`src/rtl/servo_pkg.sv`:
```
package servo_pkg;

    typedef enum logic [1:0] {
        SV_IDLE    = 2'd0,
        SV_ARMING  = 2'd1,
        SV_ENGAGED = 2'd2
    } servo_state_e;

    typedef enum logic [1:0] {
        DIR_HOLD = 2'd0,
        DIR_UP   = 2'd1,
        DIR_DOWN = 2'd2
    } step_dir_e;

endpackage

```
`src/rtl/servo_gate.sv`:
```
module servo_gate #(
    parameter int AVP_W = 8
) (
    input  logic             cfg_servo_en,
    input  logic             rise_done,
    input  logic             uv_fault,
    input  logic             oc_fault,
    input  logic [AVP_W-1:0] avp_pct,
    output logic             cond_ok
);

    logic faults_clear;
    logic avp_zero;

    always_comb begin
        faults_clear = !uv_fault && !oc_fault;
        avp_zero     = (avp_pct == '0);
        cond_ok      = cfg_servo_en && rise_done && faults_clear && avp_zero;
    end

endmodule

```
`src/rtl/servo_tick_counter.sv`:
```
module servo_tick_counter #(
    parameter int CNT_W = 8
) (
    input  logic             clk,
    input  logic             rst_n,
    input  logic             run,
    input  logic             tick,
    input  logic [CNT_W-1:0] limit,
    output logic             done
);

    logic [CNT_W-1:0] cnt_q;

    // done fires on the tick that completes 'limit' ticks of running
    always_comb begin
        done = run && tick && (limit != '0) && (cnt_q == limit - 1'b1);
    end

    always_ff @(posedge clk) begin
        if (!rst_n) begin
            cnt_q <= '0;
        end else if (!run || done) begin
            cnt_q <= '0;
        end else if (tick) begin
            cnt_q <= cnt_q + 1'b1;
        end
    end

endmodule

```
`src/rtl/servo_compare.sv`:
```
module servo_compare
    import servo_pkg::*;
#(
    parameter int DAC_W = 12
) (
    input  logic [DAC_W:0]   adc_code,
    input  logic [DAC_W-1:0] target_code,
    input  logic             range_fine,
    output step_dir_e        dir
);

    logic [DAC_W:0] target_scaled;

    always_comb begin
        // coarse DAC LSB spans two ADC counts
        target_scaled = range_fine ? {1'b0, target_code} : {target_code, 1'b0};
        if (adc_code < target_scaled) begin
            dir = DIR_UP;
        end else if (adc_code > target_scaled) begin
            dir = DIR_DOWN;
        end else begin
            dir = DIR_HOLD;
        end
    end

endmodule

```
`src/rtl/servo_dac_reg.sv`:
```
module servo_dac_reg
    import servo_pkg::*;
#(
    parameter int DAC_W = 12
) (
    input  logic             clk,
    input  logic             rst_n,
    input  logic             follow,
    input  logic [DAC_W-1:0] load_val,
    input  logic             step_en,
    input  step_dir_e        dir,
    output logic [DAC_W-1:0] dac_code
);

    localparam logic [DAC_W-1:0] CODE_MAX = {DAC_W{1'b1}};
    localparam logic [DAC_W-1:0] CODE_MIN = '0;

    logic [DAC_W-1:0] dac_q;
    logic [DAC_W-1:0] dac_d;

    always_comb begin
        dac_d = dac_q;
        if (follow) begin
            dac_d = load_val;
        end else if (step_en) begin
            unique case (dir)
                DIR_UP:   if (dac_q != CODE_MAX) dac_d = dac_q + 1'b1;
                DIR_DOWN: if (dac_q != CODE_MIN) dac_d = dac_q - 1'b1;
                default:  dac_d = dac_q;
            endcase
        end
    end

    always_ff @(posedge clk) begin
        if (!rst_n) begin
            dac_q <= CODE_MIN;
        end else begin
            dac_q <= dac_d;
        end
    end

    assign dac_code = dac_q;

endmodule

```
`src/rtl/vout_servo_ctrl.sv`:
```
module vout_servo_ctrl
    import servo_pkg::*;
#(
    parameter int DAC_W        = 12,
    parameter int AVP_W        = 8,
    parameter int LIM_W        = 16,
    parameter int PERIOD_TICKS = 90
) (
    input  logic             clk,
    input  logic             rst_n,
    input  logic             ref_tick,
    input  logic             cfg_servo_en,
    input  logic             rise_done,
    input  logic             uv_fault,
    input  logic             oc_fault,
    input  logic [AVP_W-1:0] avp_pct,
    input  logic [LIM_W-1:0] engage_delay,
    input  logic [DAC_W:0]   adc_code,
    input  logic [DAC_W-1:0] target_code,
    input  logic             range_fine,
    output logic [DAC_W-1:0] dac_code
);

    localparam int               PER_W     = $clog2(PERIOD_TICKS + 1);
    localparam logic [PER_W-1:0] PER_LIMIT = PER_W'(PERIOD_TICKS);

    servo_state_e state_q;
    servo_state_e state_d;

    logic      cond_ok;
    logic      delay_zero;
    logic      delay_done;
    logic      period_done;
    logic      engaged;
    logic      arming;
    logic      step_en;
    step_dir_e dir;

    servo_gate #(.AVP_W(AVP_W)) u_gate (
        .cfg_servo_en (cfg_servo_en),
        .rise_done    (rise_done),
        .uv_fault     (uv_fault),
        .oc_fault     (oc_fault),
        .avp_pct      (avp_pct),
        .cond_ok      (cond_ok)
    );

    assign delay_zero = (engage_delay == '0);

    // next-state logic
    always_comb begin
        state_d = state_q;
        unique case (state_q)
            SV_IDLE: begin
                if (cond_ok) state_d = delay_zero ? SV_ENGAGED : SV_ARMING;
            end
            SV_ARMING: begin
                if (!cond_ok)                     state_d = SV_IDLE;
                else if (delay_zero || delay_done) state_d = SV_ENGAGED;
            end
            SV_ENGAGED: begin
                if (!cond_ok) state_d = SV_IDLE;
            end
            default: state_d = SV_IDLE;
        endcase
    end

    // state register
    always_ff @(posedge clk) begin
        if (!rst_n) begin
            state_q <= SV_IDLE;
        end else begin
            state_q <= state_d;
        end
    end

    // state-decoded outputs
    always_comb begin
        engaged = (state_q == SV_ENGAGED);
        arming  = (state_q == SV_ARMING);
        step_en = period_done && cond_ok;
    end

    servo_tick_counter #(.CNT_W(LIM_W)) u_delay (
        .clk   (clk),
        .rst_n (rst_n),
        .run   (arming),
        .tick  (ref_tick),
        .limit (engage_delay),
        .done  (delay_done)
    );

    servo_tick_counter #(.CNT_W(PER_W)) u_period (
        .clk   (clk),
        .rst_n (rst_n),
        .run   (engaged),
        .tick  (ref_tick),
        .limit (PER_LIMIT),
        .done  (period_done)
    );

    servo_compare #(.DAC_W(DAC_W)) u_cmp (
        .adc_code    (adc_code),
        .target_code (target_code),
        .range_fine  (range_fine),
        .dir         (dir)
    );

    servo_dac_reg #(.DAC_W(DAC_W)) u_dac (
        .clk      (clk),
        .rst_n    (rst_n),
        .follow   (!cfg_servo_en),
        .load_val (target_code),
        .step_en  (step_en),
        .dir      (dir),
        .dac_code (dac_code)
    );

endmodule

```
`config.mk`:
```
export PLATFORM = sky130hd
export DESIGN_NAME = vout_servo_ctrl
export DESIGN_NICKNAME = d
export VERILOG_FILES = /design/src/rtl/servo_pkg.sv /design/src/rtl/servo_gate.sv /design/src/rtl/servo_tick_counter.sv /design/src/rtl/servo_compare.sv /design/src/rtl/servo_dac_reg.sv /design/src/rtl/vout_servo_ctrl.sv
export SDC_FILE = /design/constraint.sdc
export NUM_CORES = 1
export LEC_CHECK = 0
export BUFFER_PORTS_ARGS = -buffer_cell sky130_fd_sc_hd__buf_2
export CAP_MARGIN = 20
export CORE_MARGIN = 10
export CORE_UTILIZATION = 36
export DETAILED_ROUTE_END_ITERATION = 16
export SYNTH_ARGS = -nofsm -noshare
export SYNTH_HDL_FRONTEND = slang
export SYNTH_SLANG_ARGS = --single-unit
```
`constraint.sdc`:
```
create_clock -name clk -period 4.4 [get_ports clk]
set_clock_uncertainty 0.05 [all_clocks]
set_input_delay 0.44 -clock clk [delete_from_list [all_inputs] [get_ports clk]]
set_output_delay 0.44 -clock clk [all_outputs]
set_load 0.01 [all_outputs]
```
==> After elaboration in Yosys (flattened, before gate mapping) <==
Index checks and enable logic that the tools add are counted.
{ "totals": {"regBits": 37, "inputBits": 57, "out_inout_bits": 12, "word_cells": 66} }
{ "classes": {"addsub": 5, "magnitude_cmp": 2, "eq_ne": 14, "n_mux": 14, "bitwise_logic": 1, "reduce_logical": 26} }
{ "ops": {"columns": ["op", "n"], "rows": [
  ["two-way mux 12 bit", 4],
  ["one-hot mux 12 bit (2 select lines)", 1],
  ["adder 16 x 1 -> 16 bit (second input constant)", 1],
  ["equality test 16 bit", 1],
  ["logical NOT 16 bit", 1],
  ["nonzero test 16 bit", 1],
  ["subtractor 16 x 1 -> 16 bit (second input constant)", 1],
  ["two-way mux 2 bit", 7],
  ["greater-than comparator 13 bit", 1],
  ["less-than comparator 13 bit", 1],
  ["two-way mux 13 bit", 1],
  ["adder 12 x 1 -> 12 bit (second input constant)", 1],
  ["!= test 12 bit (second input constant)", 1],
  ["nonzero test 12 bit", 1],
  ["subtractor 12 x 1 -> 12 bit (second input constant)", 1],
  ["logical AND 1 bit", 10],
  ["logical NOT 8 bit", 1],
  ["adder 7 x 1 -> 7 bit (second input constant)", 1],
  ["equality test 7 bit (second input constant)", 1],
  ["!= test 3 x 2 -> 1 bit (second input constant)", 2],
  ["one-hot mux 2 bit (3 select lines)", 1],
  ["equality test 2 x 1 -> 1 bit (second input constant)", 2],
  ["equality test 2 bit (second input constant)", 2],
  ["logical NOT 1 bit", 4],
  ["other kinds (10)", 14]
]} }

==> Longest topological paths before layout <==
{ "logic_depth": {"depth_word": 8, "depth_mapped": 17, "depth_no_buf": 15} }

==> Cells and area by module <==
Synthesis repeated with hierarchy kept, for this count alone.
{ "hier_totals": {"cells_unflattened": 456, "area_unflattened_um2": 3663.5} }
{ "modules_own_cells": {"columns": ["module", "n_inst", "cells_per_inst", "area_each_um2", "seq_area_each_um2"], "rows": [
  ["servo_tick_counter at u_delay", 1, 185, 1408.9, 320.3],
  ["servo_dac_reg", 1, 137, 1041.0, 240.2],
  ["servo_tick_counter at u_period", 1, 64, 601.8, 140.1],
  ["servo_compare", 1, 49, 424.2, 0.0],
  ["vout_servo_ctrl", 1, 17, 158.9, 40.0],
  ["servo_gate", 1, 4, 28.8, 0.0]
]} }

==> Least setup slack after synthesis <==
Ideal clock, no wire load.
{ "synth_timing": {"path_kind": "input to register", "start": "input range_fine", "end": "register u_dac.dac_q[11] (netlist: u_dac.dac_code[11])", "setup_time_ns": 0.076, "arrival_ns": 4.237, "required_time_ns": 4.274, "setup_slack_ns": 0.038, "stages": 16, "path_buffers": 2, "cell_sequence": "clkbuf_1 -> buf_1 -> mux2i_1 -> ha_1 -> nand3_1 -> o21bai_1 -> a311o_1 -> a21oi_1 -> ha_1 -> a21o_1 -> a21o_1 -> o21ai_0 -> a21oi_1 -> xnor2_1 -> or3_1 -> a31oi_1"} }
{ "synth_via": {"elab_chain_len": 8, "elab_cells_between_ends": 14, "cone_classes": "2 x order compare; 5 x eq/ne; 6 x mux; 1 x reduce/logical"} }
{ "synth_lines": {"columns": ["item", "line", "rtl"], "rows": [
  ["start: declaration", "vout_servo_ctrl.sv:20", "input logic range_fine,"],
  ["two-way mux 13 bit (*)", "servo_compare.sv:16", "target_scaled = range_fine ? {1'b0, target_code} : {target_code, 1'b0};"],
  ["greater-than comparator 13 bit", "servo_compare.sv:19", "end else if (adc_code > target_scaled) begin"],
  ["two-way mux 2 bit", "servo_compare.sv:19", null],
  ["two-way mux 2 bit (*)", "servo_compare.sv:17", "if (adc_code < target_scaled) begin"],
  ["equality test 2 bit / equality test 2 x 1 -> 1 bit (equally long branches)", "servo_dac_reg.sv:26", "unique case (dir)"],
  ["one-hot mux 12 bit (2 select lines)", "servo_dac_reg.sv:26", null],
  ["two-way mux 12 bit", "servo_dac_reg.sv:25", "end else if (step_en) begin"],
  ["two-way mux 12 bit", "servo_dac_reg.sv:23", "if (follow) begin"],
  ["end signal: assignment", "servo_dac_reg.sv:36", "dac_q <= CODE_MIN;"],
  ["end signal: assignment", "servo_dac_reg.sv:38", "dac_q <= dac_d;"],
  ["end: declaration", "servo_dac_reg.sv:18", "logic [DAC_W-1:0] dac_q;"]
]} }
Every way passes the cells marked *; elsewhere a longest branch is shown, timed or not. The select of a mux whose other input is x is not followed.
A chain may end at the register's enable or synchronous reset.

==> Worst setup path after layout <==
Ends and elaborated chain as after synthesis.

==> summary by stage <==
Status
The flow ran to the end, and the final reports show no timing, DRC or antenna violations.

Synthesis
The largest total area in the synthesized netlist belongs to dfxtp_1. The post-synthesis register bit count is 37. Counting distinct cell types in the post-synthesis netlist gives 63. The net count after synthesis is 484. The share of the Yosys chip area taken by registers is 0.2317. The post-synthesis instance area is between 3000 and 4000 µm². The most used flip-flop cell after synthesis is dfxtp_1. The top cell type's share of synthesized area is 0.2317. Sorting the synthesized cells by area gives the leading types as dfxtp_1 23%, ha_1 11%, xnor2_1 9.0%. The count of flip-flops with a built-in enable after synthesis is 0. The async set-or-reset flop fraction in the synthesized netlist is 0. The synthesized instance count is 399. The number of warning messages in the yosys log is 0.

A synthesized cell averages around 8 µm².

STA
Setup repair after global routing left no endpoint under its margin. The final max-slew violation count is 0. The worst path in the final design needs a cycle of around 3.7 ns, including I/O delays and setup. Of the available clock period, the critical path in the final layout requires 0.8436. The pin slew with the least headroom to its limit is 0.5969 ns. Summed over all failing endpoints, the final setup total negative slack is 0 ns. The worst hold margin is ~0.4 ns. Measured against its own limit, the worst slew margin works out to 0.6005. The number of hold violations in the final report came to 0. The final setup violation count is 0. Timing would allow up to between 0.2 and 0.3 GHz.

Worst setup path
The logic depth of the worst path, buffers included is 16. The sort of element at the end of the critical path is a flip-flop. The slowest stage of the critical path belongs to the cell a221oi_1. Traced cell by cell, the critical path runs through buf_2 -> mux2i_1 -> ha_1 -> a21oi_1 -> o21ai_0 -> a221oi_1 -> a21oi_1 -> buf_4 -> ha_1 -> nand3_1 -> a21boi_0 -> nor4_1 -> a21oi_1 -> xnor2_1 -> or3_1 -> a31oi_1. The worst flop-to-flop path startpoint is u_delay.cnt_q[12]$_SDFFE_PP0P_. Of all nets on the critical path, the largest fanout is 13. Together, buffers and inverters on the worst path number 2. The launch point of the worst path is range_fine.

The data required time of the worst path is around 4.6 ns. The cell that appears most often on the critical path is a21oi_1. The depth of the most critical reg-to-reg path is 7. STA classifies the critical path startpoint as an input port.

Across all register-to-register paths, the minimum setup slack is ~1.8 ns. STA puts the critical path data arrival time at a little under 4 ns. In this design, the stage delay of the slowest critical-path cell is roughly 0.41 ns.

In this design, the largest share of critical-path delay is due to compound AO/OA/AOI/OAI gates. The category of the most critical setup path is in2reg.

Clock tree
The clock reaches the later pin of the worst-skew pair after between 0.2 and 0.3 ns. The hold buffer count at cts is 0. The CTS tree is done. Buffers inserted during clock tree synthesis total 5. After clock tree synthesis, the repair step resized 0 gates.

The maximum count of clock buffers along a single path is 2. The TritonCTS sink count is 37. The library cell used as clock root buffer is clkbuf_8. The clock-pin slew on the worst setup and hold paths is about 0.090 ns. The H-tree generated during clock tree synthesis spans 2 levels.

Buffers added to address setup during post-CTS repair amount to 0.

Power
The leakage dissipation is about 1.5 nW. The ratio of total power to cell area is roughly 230 nW/µm². After layout, the design draws a total of around 0.84 mW. The worst supply voltage drop on vdd is about 0.13 mV.

GRT
For this run the aggregate overflow at the end of global routing stands at 0. For met2 alone, demand over resource in global routing was 0.2267. The initial antenna violation count is 0. For met1 alone, demand over resource in global routing was 0.1553. The via count of the first global-routing pass is slightly above 3000. The largest net degree at the start of global routing is 17.

The global routing usage summed across all routing layers is 0.1299. In the global route stage, met3 resource usage came out at 0.02987. The wire length of the first global-routing pass is roughly 14 mm. The most congested layer reported by global routing is met2.

Cells and area
The antenna diode count is 0. The area growth from synthesis to layout is 16.71%. The fraction of layout cells with a size suffix above 1 is 0.2077. The finished layout holds between 500 and 600 standard cells, fillers aside. At the end of the flow, the number of nets in the layout was between 500 and 600. For this run, the share of the core covered by cells in the final layout is 0.4299.

Floorplan
The chip width is ~110 µm. The chip height is 114.2 µm. In this run the core area contains 34 standard-cell rows. The starting utilization of the core area is 0.3684.

The number of top-level pins is ~70. The area inside the core boundary is 8678 µm². The die area is roughly 13000 µm².

Route
The routed length per placed instance is between 10 and 15 µm. The starting DRC count in detailed routing is about 110. The post-route antenna net violation count is 0. The pre-antenna-repair detailed-routing pass consisted of 4 iterations. The number of vias per cell is roughly 5.3. The detailed router placed 3076 vias in this run.

The residual DRC count is 0. For this block, the routed nets add up to 8.526 mm of wire.

Hold path
The worst hold path belongs to the class in2reg. The startpoint identified for the worst hold timing path is rst_n. The count of cells along the worst hold path is 3.

Placed design
The number of placed instances with taps included is between 500 and 600. Buffers placed on the I/O ports in this run total 68. The post-DP HPWL is 6.976 mm.

The congestion estimate from routability-driven global placement came to approximately 0.91.

Job
Across the run, the number of max-cap violations was 0.
[registers in the layout, summed over array words and instances, names as in the netlist]
signal          count
state_q             2
u_dac.dac_code     12
u_delay.cnt_q      16
u_period.cnt_q      7
[logic make-up (layout without fill, tap and decap cells)]
family | count (synthesis) | in the layout | synth area share
adders and majority gates | 28 | 28 | 0.1119
xor gates and xnor gates | 49 | 49 | 0.1342
DFF | 37 | 37 | 0.2317
buffers and inverters | 24 | 92 | 0.03092
muxes | 14 | 14 | 0.04423
AOI/OAI and AO/OA | 76 | 76 | 0.1613
and+or+nand+nor | 171 | 171 | 0.2857
[tightest hold or removal path, delay by kind of cell]
family	cells	cell delay (ns)
buffers and inverters	1	0.14
AOI/OAI and AO/OA	2	0.12
[final cells by class]
class / instances / area (µm²)
Fill cell: 908 / 4947
Clock buffer: 5 / 68.82
Sequential cell: 37 / 740.7
Inverter: 14 / 52.55
Clock inverter: 3 / 21.27
Timing Repair Buffer: 70 / 355.3
Tap cell: 108 / 135.1
Multi-Input combinational cell: 338 / 2357
[cells in the final DEF, fill, tap and decap left out, types with 12 or more instances in the layout]
cell,Yosys,final
buf_2,1,68
nor2_1,43,43
dfxtp_1,37,37
xnor2_1,33,33
ha_1,27,27
nand2_1,23,23
nand3_1,22,22
a21oi_1,20,20
xor2_1,16,16
nand4_1,15,15
mux2i_1,13,13
inv_1,12,12
[cell usage after synthesis (2+ instances only)]
| master | number |
|---|---|
| a21o_1 | 3 |
| a21oi_1 | 20 |
| a221oi_1 | 3 |
| a22oi_1 | 7 |
| a31oi_1 | 9 |
| a32oi_1 | 2 |
| and3_1 | 5 |
| and4_1 | 2 |
| buf_1 | 2 |
| clkbuf_1 | 6 |
| clkinv_1 | 2 |
| dfxtp_1 | 37 |
| ha_1 | 27 |
| inv_1 | 12 |
| mux2i_1 | 13 |
| nand2_1 | 23 |
| nand2b_1 | 5 |
| nand3_1 | 22 |
| nand3b_1 | 2 |
| nand4_1 | 15 |
| nor2_1 | 43 |
| nor2_2 | 10 |
| nor2b_1 | 9 |
| nor3_1 | 9 |
| nor3b_1 | 2 |
| nor4_1 | 7 |
| o21a_1 | 2 |
| o21ai_0 | 11 |
| o21bai_1 | 3 |
| o31ai_1 | 2 |
| or3_1 | 4 |
| or4_1 | 2 |
| xnor2_1 | 33 |
| xor2_1 | 16 |
[power by group]
group / internal [mW] / switching, mW
combinational: 0.112 / 0.133
clock: 0.113 / 0.135
sequential: 0.341 / 0.00952
total: 0.565 / 0.277
[stage by stage]
| stage | area [µm²] | worst slack, ns |
|---|---|---|
| after global placement | 3641 | 0.5291 |
| after floorplan | 3197 | 0.03752 |
| after CTS | 3731 | 0.6920 |
| after detailed placement | 3641 | 0.3857 |
| after global routing | 3731 | 0.3478 |
| final | 3731 | 0.6880 |
[path summary, 6_finish.rpt]
check | endpoint
hold / removal | u_dac.dac_code[0]$_SDFFE_PN0P_
setup reg to reg | u_delay.cnt_q[1]$_SDFFE_PP0P_
hold reg to reg | state_q[1]$_SDFFE_PN0P_
setup / recovery | u_dac.dac_code[11]$_SDFFE_PN0P_
[metal layers]
metal / share of wire / up-vias
met2: 0.49 / 63
met5: 0 / -
met3: 0.045 / 8
li1: - / 1590
met4: 0.010 / 0
met1: 0.45 / 1415
No activity file was read; power rests on OpenSTA's default activity.
